--- src/rtl/i2c24_pkg.sv ---
package i2c24_pkg;

  typedef enum logic [1:0] {
    SL_IDLE  = 2'd0,
    SL_START = 2'd1,
    SL_BIT   = 2'd2,
    SL_STOP  = 2'd3
  } slot_e;

  localparam int ADDR_W = 24;
  localparam int DATA_W = 24;
  localparam int DEV_W  = 7;

  // Byte sent at position idx of the frame. Read frames reuse index 4 for
  // the device address with the direction bit set.
  function automatic logic [7:0] tx_byte(input logic [2:0] idx, input logic rd,
                                         input logic [DEV_W-1:0] dev,
                                         input logic [ADDR_W-1:0] addr,
                                         input logic [DATA_W-1:0] wd);
    logic [7:0] b;
    case (idx)
      3'd0:    b = {dev, 1'b0};
      3'd1:    b = addr[23:16];
      3'd2:    b = addr[15:8];
      3'd3:    b = addr[7:0];
      3'd4:    b = rd ? {dev, 1'b1} : wd[23:16];
      3'd5:    b = wd[15:8];
      default: b = wd[7:0];
    endcase
    return b;
  endfunction

  // Positions 5..7 of a read frame are received from the slave.
  function automatic logic is_rx(input logic [2:0] idx, input logic rd);
    return rd && (idx >= 3'd5);
  endfunction

  function automatic logic [2:0] last_idx(input logic rd);
    return rd ? 3'd7 : 3'd6;
  endfunction

endpackage

--- src/rtl/i2c24_qtimer.sv ---
module i2c24_qtimer #(
  parameter int QDIV = 4
) (
  input  logic       clk,
  input  logic       rst_n,
  input  logic       run,
  output logic       tick,
  output logic [1:0] q
);
  localparam int CW = (QDIV > 1) ? $clog2(QDIV) : 1;
  localparam logic [CW-1:0] CMAX = CW'(QDIV - 1);

  logic [CW-1:0] cnt;

  always_ff @(posedge clk or negedge rst_n) begin
    if (!rst_n) begin
      cnt <= '0;
      q   <= 2'd0;
    end else if (!run) begin
      cnt <= '0;
      q   <= 2'd0;
    end else if (cnt == CMAX) begin
      cnt <= '0;
      q   <= q + 2'd1;
    end else begin
      cnt <= cnt + 1'b1;
    end
  end

  assign tick = run && (cnt == CMAX);

  // a running quarter never stalls past its last count
  p_quarter_adv_r2: assert property (@(posedge clk) disable iff (!rst_n)
    (tick && run) |=> (q == $past(q) + 2'd1) || !run);

endmodule

--- src/rtl/i2c24_linedrv.sv ---
module i2c24_linedrv
  import i2c24_pkg::*;
(
  input  slot_e      slot,
  input  logic [1:0] q,
  input  logic       rep,
  input  logic       bit_lvl,
  output logic       scl_lvl,
  output logic       sda_lvl
);
  always_comb begin
    unique case (slot)
      SL_START: begin
        scl_lvl = (q == 2'd0) ? !rep : (q != 2'd3);
        sda_lvl = (q < 2'd2);
      end
      SL_BIT: begin
        scl_lvl = (q == 2'd1) || (q == 2'd2);
        sda_lvl = bit_lvl;
      end
      SL_STOP: begin
        scl_lvl = (q != 2'd0);
        sda_lvl = (q >= 2'd2);
      end
      default: begin
        scl_lvl = 1'b1;
        sda_lvl = 1'b1;
      end
    endcase
  end
endmodule

--- src/rtl/i2c24_ctrl.sv ---
module i2c24_ctrl
  import i2c24_pkg::*;
(
  input  logic              clk,
  input  logic              rst_n,
  input  logic              start,
  input  logic              rw,
  input  logic [DEV_W-1:0]  dev_addr,
  input  logic [ADDR_W-1:0] reg_addr,
  input  logic [DATA_W-1:0] wdata,
  input  logic              tick,
  input  logic [1:0]        q,
  input  logic              sda_i,
  output slot_e             slot,
  output logic              rep,
  output logic              bit_lvl,
  output logic              busy,
  output logic              done,
  output logic              err,
  output logic [DATA_W-1:0] rdata
);
  logic              rw_r;
  logic [DEV_W-1:0]  dev_r;
  logic [ADDR_W-1:0] addr_r;
  logic [DATA_W-1:0] wd_r;
  logic [2:0]        idx_r;
  logic [3:0]        bitn_r;
  logic              nack_r;

  // named internal events
  logic       sample_ev;
  logic       slot_end;
  logic       accept;
  logic       ack_slot;
  logic       rx_byte;
  logic [7:0] cur_byte;

  assign sample_ev = tick && (q == 2'd1);
  assign slot_end  = tick && (q == 2'd3);
  assign accept    = start && (slot == SL_IDLE);
  assign ack_slot  = (bitn_r == 4'd8);
  assign rx_byte   = is_rx(idx_r, rw_r);
  assign cur_byte  = tx_byte(idx_r, rw_r, dev_r, addr_r, wd_r);
  assign busy      = (slot != SL_IDLE);

  always_comb begin
    if (!ack_slot)
      bit_lvl = rx_byte ? 1'b1 : cur_byte[3'd7 - bitn_r[2:0]];
    else
      bit_lvl = rx_byte ? (idx_r == 3'd7) : 1'b1;
  end

  always_ff @(posedge clk or negedge rst_n) begin
    if (!rst_n) begin
      slot   <= SL_IDLE;
      rep    <= 1'b0;
      rw_r   <= 1'b0;
      dev_r  <= '0;
      addr_r <= '0;
      wd_r   <= '0;
      idx_r  <= 3'd0;
      bitn_r <= 4'd0;
      nack_r <= 1'b0;
      err    <= 1'b0;
      done   <= 1'b0;
      rdata  <= '0;
    end else begin
      done <= 1'b0;
      if (accept) begin
        slot   <= SL_START;
        rep    <= 1'b0;
        rw_r   <= rw;
        dev_r  <= dev_addr;
        addr_r <= reg_addr;
        wd_r   <= wdata;
        idx_r  <= 3'd0;
        bitn_r <= 4'd0;
        nack_r <= 1'b0;
        err    <= 1'b0;
        rdata  <= '0;
      end else begin
        if (sample_ev && (slot == SL_BIT)) begin
          if (rx_byte && !ack_slot)
            rdata <= {rdata[DATA_W-2:0], sda_i};
          if (!rx_byte && ack_slot && sda_i) begin
            nack_r <= 1'b1;
            err    <= 1'b1;
          end
        end
        if (slot_end) begin
          unique case (slot)
            SL_START: begin
              slot   <= SL_BIT;
              bitn_r <= 4'd0;
            end
            SL_BIT: begin
              if (!ack_slot) begin
                bitn_r <= bitn_r + 4'd1;
              end else begin
                bitn_r <= 4'd0;
                if (nack_r || (idx_r == last_idx(rw_r))) begin
                  slot <= SL_STOP;
                end else if (rw_r && (idx_r == 3'd3)) begin
                  slot  <= SL_START;
                  rep   <= 1'b1;
                  idx_r <= 3'd4;
                end else begin
                  idx_r <= idx_r + 3'd1;
                end
              end
            end
            SL_STOP: begin
              slot <= SL_IDLE;
              done <= 1'b1;
            end
            default: slot <= SL_IDLE;
          endcase
        end
      end
    end
  end

  // a refused byte leads straight into the STOP slot
  p_nack_stop_r7: assert property (@(posedge clk) disable iff (!rst_n)
    (slot_end && (slot == SL_BIT) && ack_slot && nack_r) |=> (slot == SL_STOP));

  // a request during a transfer leaves the latched frame untouched
  p_start_ignored_r8: assert property (@(posedge clk) disable iff (!rst_n)
    (busy && start) |=> ($stable(addr_r) && $stable(rw_r) && $stable(wd_r) && $stable(dev_r)));

  // done lasts exactly one cycle
  p_done_pulse_r9: assert property (@(posedge clk) disable iff (!rst_n)
    done |=> !done);

  // done only follows the STOP slot
  p_done_after_stop_r9: assert property (@(posedge clk) disable iff (!rst_n)
    $rose(done) |-> ($past(slot) == SL_STOP) && !busy);

endmodule

--- src/rtl/i2c24_master.sv ---
module i2c24_master
  import i2c24_pkg::*;
#(
  parameter int QDIV = 4
) (
  input  logic        clk,
  input  logic        rst_n,
  input  logic        start,
  input  logic        rw,
  input  logic [6:0]  dev_addr,
  input  logic [23:0] reg_addr,
  input  logic [23:0] wdata,
  input  logic        sda_i,
  output logic        scl_oe,
  output logic        sda_oe,
  output logic        busy,
  output logic        done,
  output logic        err,
  output logic [23:0] rdata
);
  slot_e      slot;
  logic       rep;
  logic       bit_lvl;
  logic       tick;
  logic [1:0] q;
  logic       scl_lvl;
  logic       sda_lvl;
  logic       run;

  assign run = (slot != SL_IDLE);

  i2c24_qtimer #(.QDIV(QDIV)) u_qtimer (
    .clk   (clk),
    .rst_n (rst_n),
    .run   (run),
    .tick  (tick),
    .q     (q)
  );

  i2c24_ctrl u_ctrl (
    .clk      (clk),
    .rst_n    (rst_n),
    .start    (start),
    .rw       (rw),
    .dev_addr (dev_addr),
    .reg_addr (reg_addr),
    .wdata    (wdata),
    .tick     (tick),
    .q        (q),
    .sda_i    (sda_i),
    .slot     (slot),
    .rep      (rep),
    .bit_lvl  (bit_lvl),
    .busy     (busy),
    .done     (done),
    .err      (err),
    .rdata    (rdata)
  );

  i2c24_linedrv u_linedrv (
    .slot    (slot),
    .q       (q),
    .rep     (rep),
    .bit_lvl (bit_lvl),
    .scl_lvl (scl_lvl),
    .sda_lvl (sda_lvl)
  );

  assign scl_oe = !scl_lvl;
  assign sda_oe = !sda_lvl;

  // with SCL held high, SDA may move only inside START or STOP
  p_sda_moves_low_r6: assert property (@(posedge clk) disable iff (!rst_n)
    (scl_lvl && $past(scl_lvl) && (sda_lvl != $past(sda_lvl)))
      |-> ((slot == SL_START) || (slot == SL_STOP)));

  // the sample point always falls inside SCL high
  p_sample_scl_high_r2: assert property (@(posedge clk) disable iff (!rst_n)
    (tick && (q == 2'd1) && (slot == SL_BIT)) |-> scl_lvl);

  // an idle engine releases both lines
  p_idle_release_r1: assert property (@(posedge clk) disable iff (!rst_n)
    !busy |-> (!scl_oe && !sda_oe));

endmodule

--- config.mk ---
export PLATFORM = sky130hd
export DESIGN_NAME = i2c24_master
export DESIGN_NICKNAME = d
export VERILOG_FILES = /design/src/rtl/i2c24_pkg.sv /design/src/rtl/i2c24_qtimer.sv /design/src/rtl/i2c24_linedrv.sv /design/src/rtl/i2c24_ctrl.sv /design/src/rtl/i2c24_master.sv
export SDC_FILE = /design/constraint.sdc
export NUM_CORES = 1
export LEC_CHECK = 0
export BUFFER_PORTS_ARGS = -buffer_cell sky130_fd_sc_hd__buf_2
export CAP_MARGIN = 20
export CORE_MARGIN = 2
export CORE_UTILIZATION = 30
export DETAILED_ROUTE_END_ITERATION = 7
export PLACE_DENSITY_LB_ADDON = 0.1
export SLEW_MARGIN = 30
export SYNTH_ARGS = -nofsm -noshare
export SYNTH_HDL_FRONTEND = slang
export SYNTH_SLANG_ARGS = --single-unit
--- constraint.sdc ---
create_clock -name clk -period 3.3 [get_ports clk]
set_input_delay 0.165 -clock clk [delete_from_list [all_inputs] [get_ports clk]]
set_output_delay 0.165 -clock clk [all_outputs]
set_load 0.005 [all_outputs]
==> report_table.html <==
<table>
<tr><th>Metric</th><th>Value</th></tr>
<tr><th colspan="2">Final layout</th></tr>
<tr><td>Diode insertion count for antenna repair</td><td>0</td></tr>
<tr><td>Number of nets in the finished design</td><td>702</td></tr>
<tr><td>Layout-stage area growth over the synthesis result</td><td>23.44%</td></tr>
<tr><td>Fraction of final layout cells with drive strength greater than 1</td><td>19.90%</td></tr>
<tr><td>Non-Filler Instances</td><td>816</td></tr>
<tr><td>Number of fillers in the final layout</td><td>1580</td></tr>
<tr><th colspan="2">Logic synthesis</th></tr>
<tr><td>Dominant cells by area after synthesis</td><td>sky130_fd_sc_hd__dfrtp_1 (52%), sky130_fd_sc_hd__nand2_1 (19%), sky130_fd_sc_hd__ha_1 (5.1%), sky130_fd_sc_hd__a21oi_1 (4.2%), sky130_fd_sc_hd__clkbuf_1 (1.4%)</td></tr>
<tr><td>Fraction of synthesized cell area taken by the top area cell type</td><td>51.91%</td></tr>
<tr><td>Proportion of synthesized chip area in sequential cells</td><td>51.91%</td></tr>
<tr><td>Synthesized netlist net count</td><td>610</td></tr>
<tr><td>Count of flip-flops with a built-in enable after synthesis</td><td>0</td></tr>
<tr><td>Asr flop ratio synth</td><td>100.0%</td></tr>
<tr><td>Fraction of the mapped netlist area in compound gates</td><td>12.14%</td></tr>
<tr><td>Combinational family with the most area after synthesis</td><td>simple AND/OR/NAND/NOR gates</td></tr>
<tr><td>Synthesized instance count</td><td>531</td></tr>
<tr><td>Cell Area, Synth</td><td>4628 um^2</td></tr>
<tr><td>Synth Area in Simple Gates</td><td>24.33%</td></tr>
<tr><td>Avg Inst Size Synth</td><td>8.716 um^2</td></tr>
<tr><td>Adder and majority cell fraction of the synthesized area</td><td>5.137%</td></tr>
<tr><td>Post-Synth XOR/XNOR Area</td><td>0.3785%</td></tr>
<tr><td>Leading cell types by count after synthesis</td><td>sky130_fd_sc_hd__nand2_1 (229), sky130_fd_sc_hd__dfrtp_1 (96), sky130_fd_sc_hd__a21oi_1 (39)</td></tr>
<tr><td>YS warnings</td><td>0</td></tr>
<tr><td>Most used flip-flop cell after synthesis</td><td>sky130_fd_sc_hd__dfrtp_1</td></tr>
<tr><td>Number of library cell types mapped by synthesis</td><td>52</td></tr>
<tr><td>Cell type contributing the most total cell area after synthesis</td><td>sky130_fd_sc_hd__dfrtp_1</td></tr>
<tr><td>Library cell with the highest instance count after synthesis</td><td>sky130_fd_sc_hd__nand2_1</td></tr>
<tr><td>Yosys reg bits</td><td>96</td></tr>
<tr><td>Multiplexer area fraction after synthesis</td><td>2.109%</td></tr>
<tr><th colspan="2">STA</th></tr>
<tr><td>Final hold vios</td><td>0</td></tr>
<tr><td>Count of final max-slew check failures</td><td>0</td></tr>
<tr><td>Peak clock frequency supported by timing</td><td>323.7 MHz</td></tr>
<tr><td>Max-Slew Margin vs Limit</td><td>43.99%</td></tr>
<tr><td>Post-route clock skew</td><td>7.040 ps</td></tr>
<tr><td>Accumulated negative setup slack</td><td>0 ps</td></tr>
<tr><td>Worst-margin pin slew</td><td>840.1 ps</td></tr>
<tr><td>Final worst-path cycle share</td><td>93.62%</td></tr>
<tr><td>Final period demand of the worst path</td><td>3089 ps</td></tr>
<tr><td>Tightest hold margin</td><td>8.374 ps</td></tr>
<tr><td>Final setup fails</td><td>0</td></tr>
<tr><th colspan="2">Floorplan</th></tr>
<tr><td>Core region area</td><td>15150 um^2</td></tr>
<tr><td>Starting density of the core</td><td>30.56%</td></tr>
<tr><td>I/O pins</td><td>89</td></tr>
<tr><td>Die height</td><td>128.2 um</td></tr>
<tr><td>Core Rows</td><td>45</td></tr>
<tr><td>Die area</td><td>16440 um^2</td></tr>
<tr><td>Die width</td><td>128.2 um</td></tr>
<tr><th colspan="2">Power</th></tr>
<tr><td>PwrDens</td><td>687.3 nW/um^2</td></tr>
<tr><td>Total leakage power</td><td>2.842 nW</td></tr>
<tr><td>Worst vdd rail ir drop</td><td>309.1 uV</td></tr>
<tr><td>Power Total</td><td>0.003927 W</td></tr>
<tr><th colspan="2">Critical path</th></tr>
<tr><td>Critical Path Slowest Stage Cell</td><td>sky130_fd_sc_hd__dfrtp_1</td></tr>
<tr><td>R2r setup slk</td><td>580 ps</td></tr>
<tr><td>Critical path capture point type</td><td>primary output</td></tr>
<tr><td>Cell family with the largest share of critical-path delay</td><td>compound AO/OA/AOI/OAI gates</td></tr>
<tr><td>Required time of the critical path</td><td>3130 ps</td></tr>
<tr><td>Worst setup endpoint</td><td>sda_oe</td></tr>
<tr><td>WP data arrival</td><td>2920 ps</td></tr>
<tr><td>CP bufs+invs</td><td>2</td></tr>
<tr><td>Chain of cells forming the critical path</td><td>inv_1, ha_1, nor2b_2, nor4_2, a221oi_2, nor3_1, o32a_1, o31ai_2, buf_2</td></tr>
<tr><td>Critical path startpoint</td><td>u_ctrl.idx_r[0]</td></tr>
<tr><td>Startpoint types</td><td>flop</td></tr>
<tr><td>CP Max Fanout</td><td>7</td></tr>
<tr><td>Number of cells on the critical path</td><td>9</td></tr>
<tr><td>Endpoint of the worst-slack reg-to-reg timing path</td><td>u_ctrl.rdata[4]</td></tr>
<tr><td>Worst Reg-to-Reg Cells</td><td>8</td></tr>
<tr><td>Start of the worst register-to-register path</td><td>u_ctrl.idx_r[1]</td></tr>
<tr><td>Slowest Stage Delay on Critical Path</td><td>440 ps</td></tr>
<tr><td>Class of the most critical setup path</td><td>reg -&gt; out</td></tr>
<tr><th colspan="2">Min path</th></tr>
<tr><td>Beginning of the worst hold path</td><td>reg_addr[23]</td></tr>
<tr><td>Worst min path class</td><td>in -&gt; reg</td></tr>
<tr><th colspan="2">GRT</th></tr>
<tr><td>Final global-route overflow total</td><td>0</td></tr>
<tr><td>Wire length of the first global-routing pass</td><td>20.13 mm</td></tr>
<tr><td>Total Routing Usage GR</td><td>15.60%</td></tr>
<tr><td>Maximum number of pins on one net before global-route repair</td><td>68</td></tr>
<tr><td>M2 GR Usage</td><td>24.84%</td></tr>
<tr><td>Met1 Track Usage GR</td><td>20.87%</td></tr>
<tr><td>Global-route track usage on met3</td><td>2.421%</td></tr>
<tr><td>Antenna violations before repair</td><td>0</td></tr>
<tr><td>Number of global-route vias before repair</td><td>3962</td></tr>
<tr><td>GRT Max-Usage Layer</td><td>met2</td></tr>
<tr><th colspan="2">Drt</th></tr>
<tr><td>Initial detailed-routing violation count</td><td>166</td></tr>
<tr><td>Avg Vias per Cell</td><td>4.824</td></tr>
<tr><td># DRC</td><td>0</td></tr>
<tr><td>Routed wirelength normalized by instance count</td><td>14.85 um</td></tr>
<tr><td>ANT nets after route</td><td>0</td></tr>
<tr><td>Wirelength, routed</td><td>12.12 mm</td></tr>
<tr><td>Count of TritonRoute iterations in the first routing pass</td><td>4</td></tr>
<tr><td>DR vias</td><td>3936</td></tr>
<tr><th colspan="2">Clock tree</th></tr>
<tr><td>Clock root buffer</td><td>sky130_fd_sc_hd__clkbuf_16</td></tr>
<tr><td>Number of buffers inserted by post-CTS setup repair</td><td>0</td></tr>
<tr><td>Clock-pin transition on the worst setup and hold timing paths</td><td>60 ps</td></tr>
<tr><td>TritonCTS clock tree</td><td>done</td></tr>
<tr><td>Buffer depth of the longest clock path</td><td>2</td></tr>
<tr><td>Clock buffers created by TritonCTS</td><td>9</td></tr>
<tr><td>Number of sinks handled by clock tree synthesis</td><td>96</td></tr>
<tr><td>H-tree lvl count</td><td>3</td></tr>
<tr><td>Worst-skew pair later-pin latency</td><td>350 ps</td></tr>
<tr><th colspan="2">Placed design</th></tr>
<tr><td>Number of port buffers</td><td>88</td></tr>
<tr><td>HPWL reported at the end of detailed placement</td><td>8.601 mm</td></tr>
<tr><td>GPL Wtd Cong</td><td>0.8504</td></tr>
<tr><td>Placed Cells incl. Taps</td><td>785</td></tr>
<tr><th colspan="2">Outcome</th></tr>
<tr><td>Result of the run</td><td>finished clean</td></tr>
<tr><th colspan="2">Flow run</th></tr>
<tr><td>Max-cap viol count</td><td>0</td></tr>
</table>
[power by group]
part	switching (W)	internal, W	total, W
clock network	0.000439	0.000669	0.00111
logic	0.000641	0.000397	0.00104
registers	0.000248	0.00153	0.00178
[layer usage]
| layer | vias up | part of all wire (%) |
|---|---|---|
| met3 | 23 | 3.4 |
| met5 | - | 0 |
| li1 | 1942 | - |
| met2 | 76 | 46 |
| met4 | 0 | 2.8 |
| met1 | 1895 | 48 |
[stage by stage]
| stage | setup slack (ps) | utilization [%] | instance area, um^2 |
|---|---|---|---|
| after floorplan | 741.0 | - | 4628 |
| final | 210.7 | 37.72 | 5713 |
| after CTS | 162.2 | 37.60 | 5694 |
| after global routing | -3.756 | 37.72 | 5713 |
| after detailed placement | 548.2 | 34.56 | 5235 |
| after global placement | 616.8 | 34.56 | 5235 |
[layout make-up]
cell class              count  area (um^2)  share of cell area, %
well taps                 188        235.2                  4.117
flip-flops and latches     96         2402                  42.05
clock buffers              14        284.0                  4.972
clock inverters             2        35.03                 0.6132
inverters                  14        52.55                 0.9198
multi-input cells         392         2057                  36.01
repair buffers            110        646.9                  11.32
[registers in the layout, indices dropped and copies added (netlist names)]
signal,flops
u_ctrl.addr_r,24
u_ctrl.rdata,24
u_ctrl.wd_r,24
u_ctrl.dev_r,7
u_ctrl.bitn_r,4
u_ctrl.idx_r,3
u_ctrl.slot,2
u_qtimer.cnt,2
u_qtimer.q,2
u_ctrl.done,1
u_ctrl.err,1
u_ctrl.rep,1
u_ctrl.rw_r,1
[kinds of logic (layout without fill, tap and decap cells)]
logic type	Yosys count	after routing
simple gates	274	275
flops	96	96
compound gates	87	87
buf+inv	44	140
fa+ha+maj	19	19
mux	9	9
xor+xnor	2	2
[timing repair]
| item | 4_1_cts | 5_1_grt |
|---|---|---|
| endpoints found under the hold margin | 79 | 0 |
| gates resized for setup | 0 | 1 |
| endpoints found under the setup margin | 0 | 1 |
| hold buffers | 14 | 0 |
[worst reg2reg max path: cells and delay by family, from the launching register on]
kind,cells,cell delay [ps]
fa+ha+maj,1,620
flops,1,450
simple gates,2,280
compound gates,3,1000
buf+inv,2,300
[worst min-delay path by stage]
stage	endpoint	cells past startpoint
2_1_floorplan	u_ctrl.addr_r[0]	0
3_3_place_gp	u_ctrl.wd_r[20]	1
3_5_place_dp	u_ctrl.dev_r[3]	1
4_1_cts	u_ctrl.addr_r[9]	3
5_1_grt	u_ctrl.addr_r[4]	3
6_report	u_ctrl.addr_r[23]	3
[cell usage in the layout, fill, tap and decap left out, drive strengths merged, types with 3 or more instances in the layout]
cell / Yosys / routed
a211oi: 7 / 7
a21oi: 39 / 39
a221oi: 3 / 3
a222oi: 3 / 3
a22oi: 3 / 3
a31oi: 3 / 3
and3: 3 / 3
buf: 13 / 96
clkbuf: 17 / 14
dfrtp: 96 / 96
dlygate4sd3: 0 / 14
ha: 19 / 19
inv: 14 / 14
mux2: 3 / 3
mux2i: 6 / 6
nand2: 229 / 229
nand3: 8 / 8
nor2: 14 / 14
nor2b: 4 / 4
nor3: 3 / 3
nor4: 2 / 3
o211ai: 3 / 3
o21a: 3 / 3
o21ai: 10 / 10
Note: power is estimated with default switching activity, not from simulation.
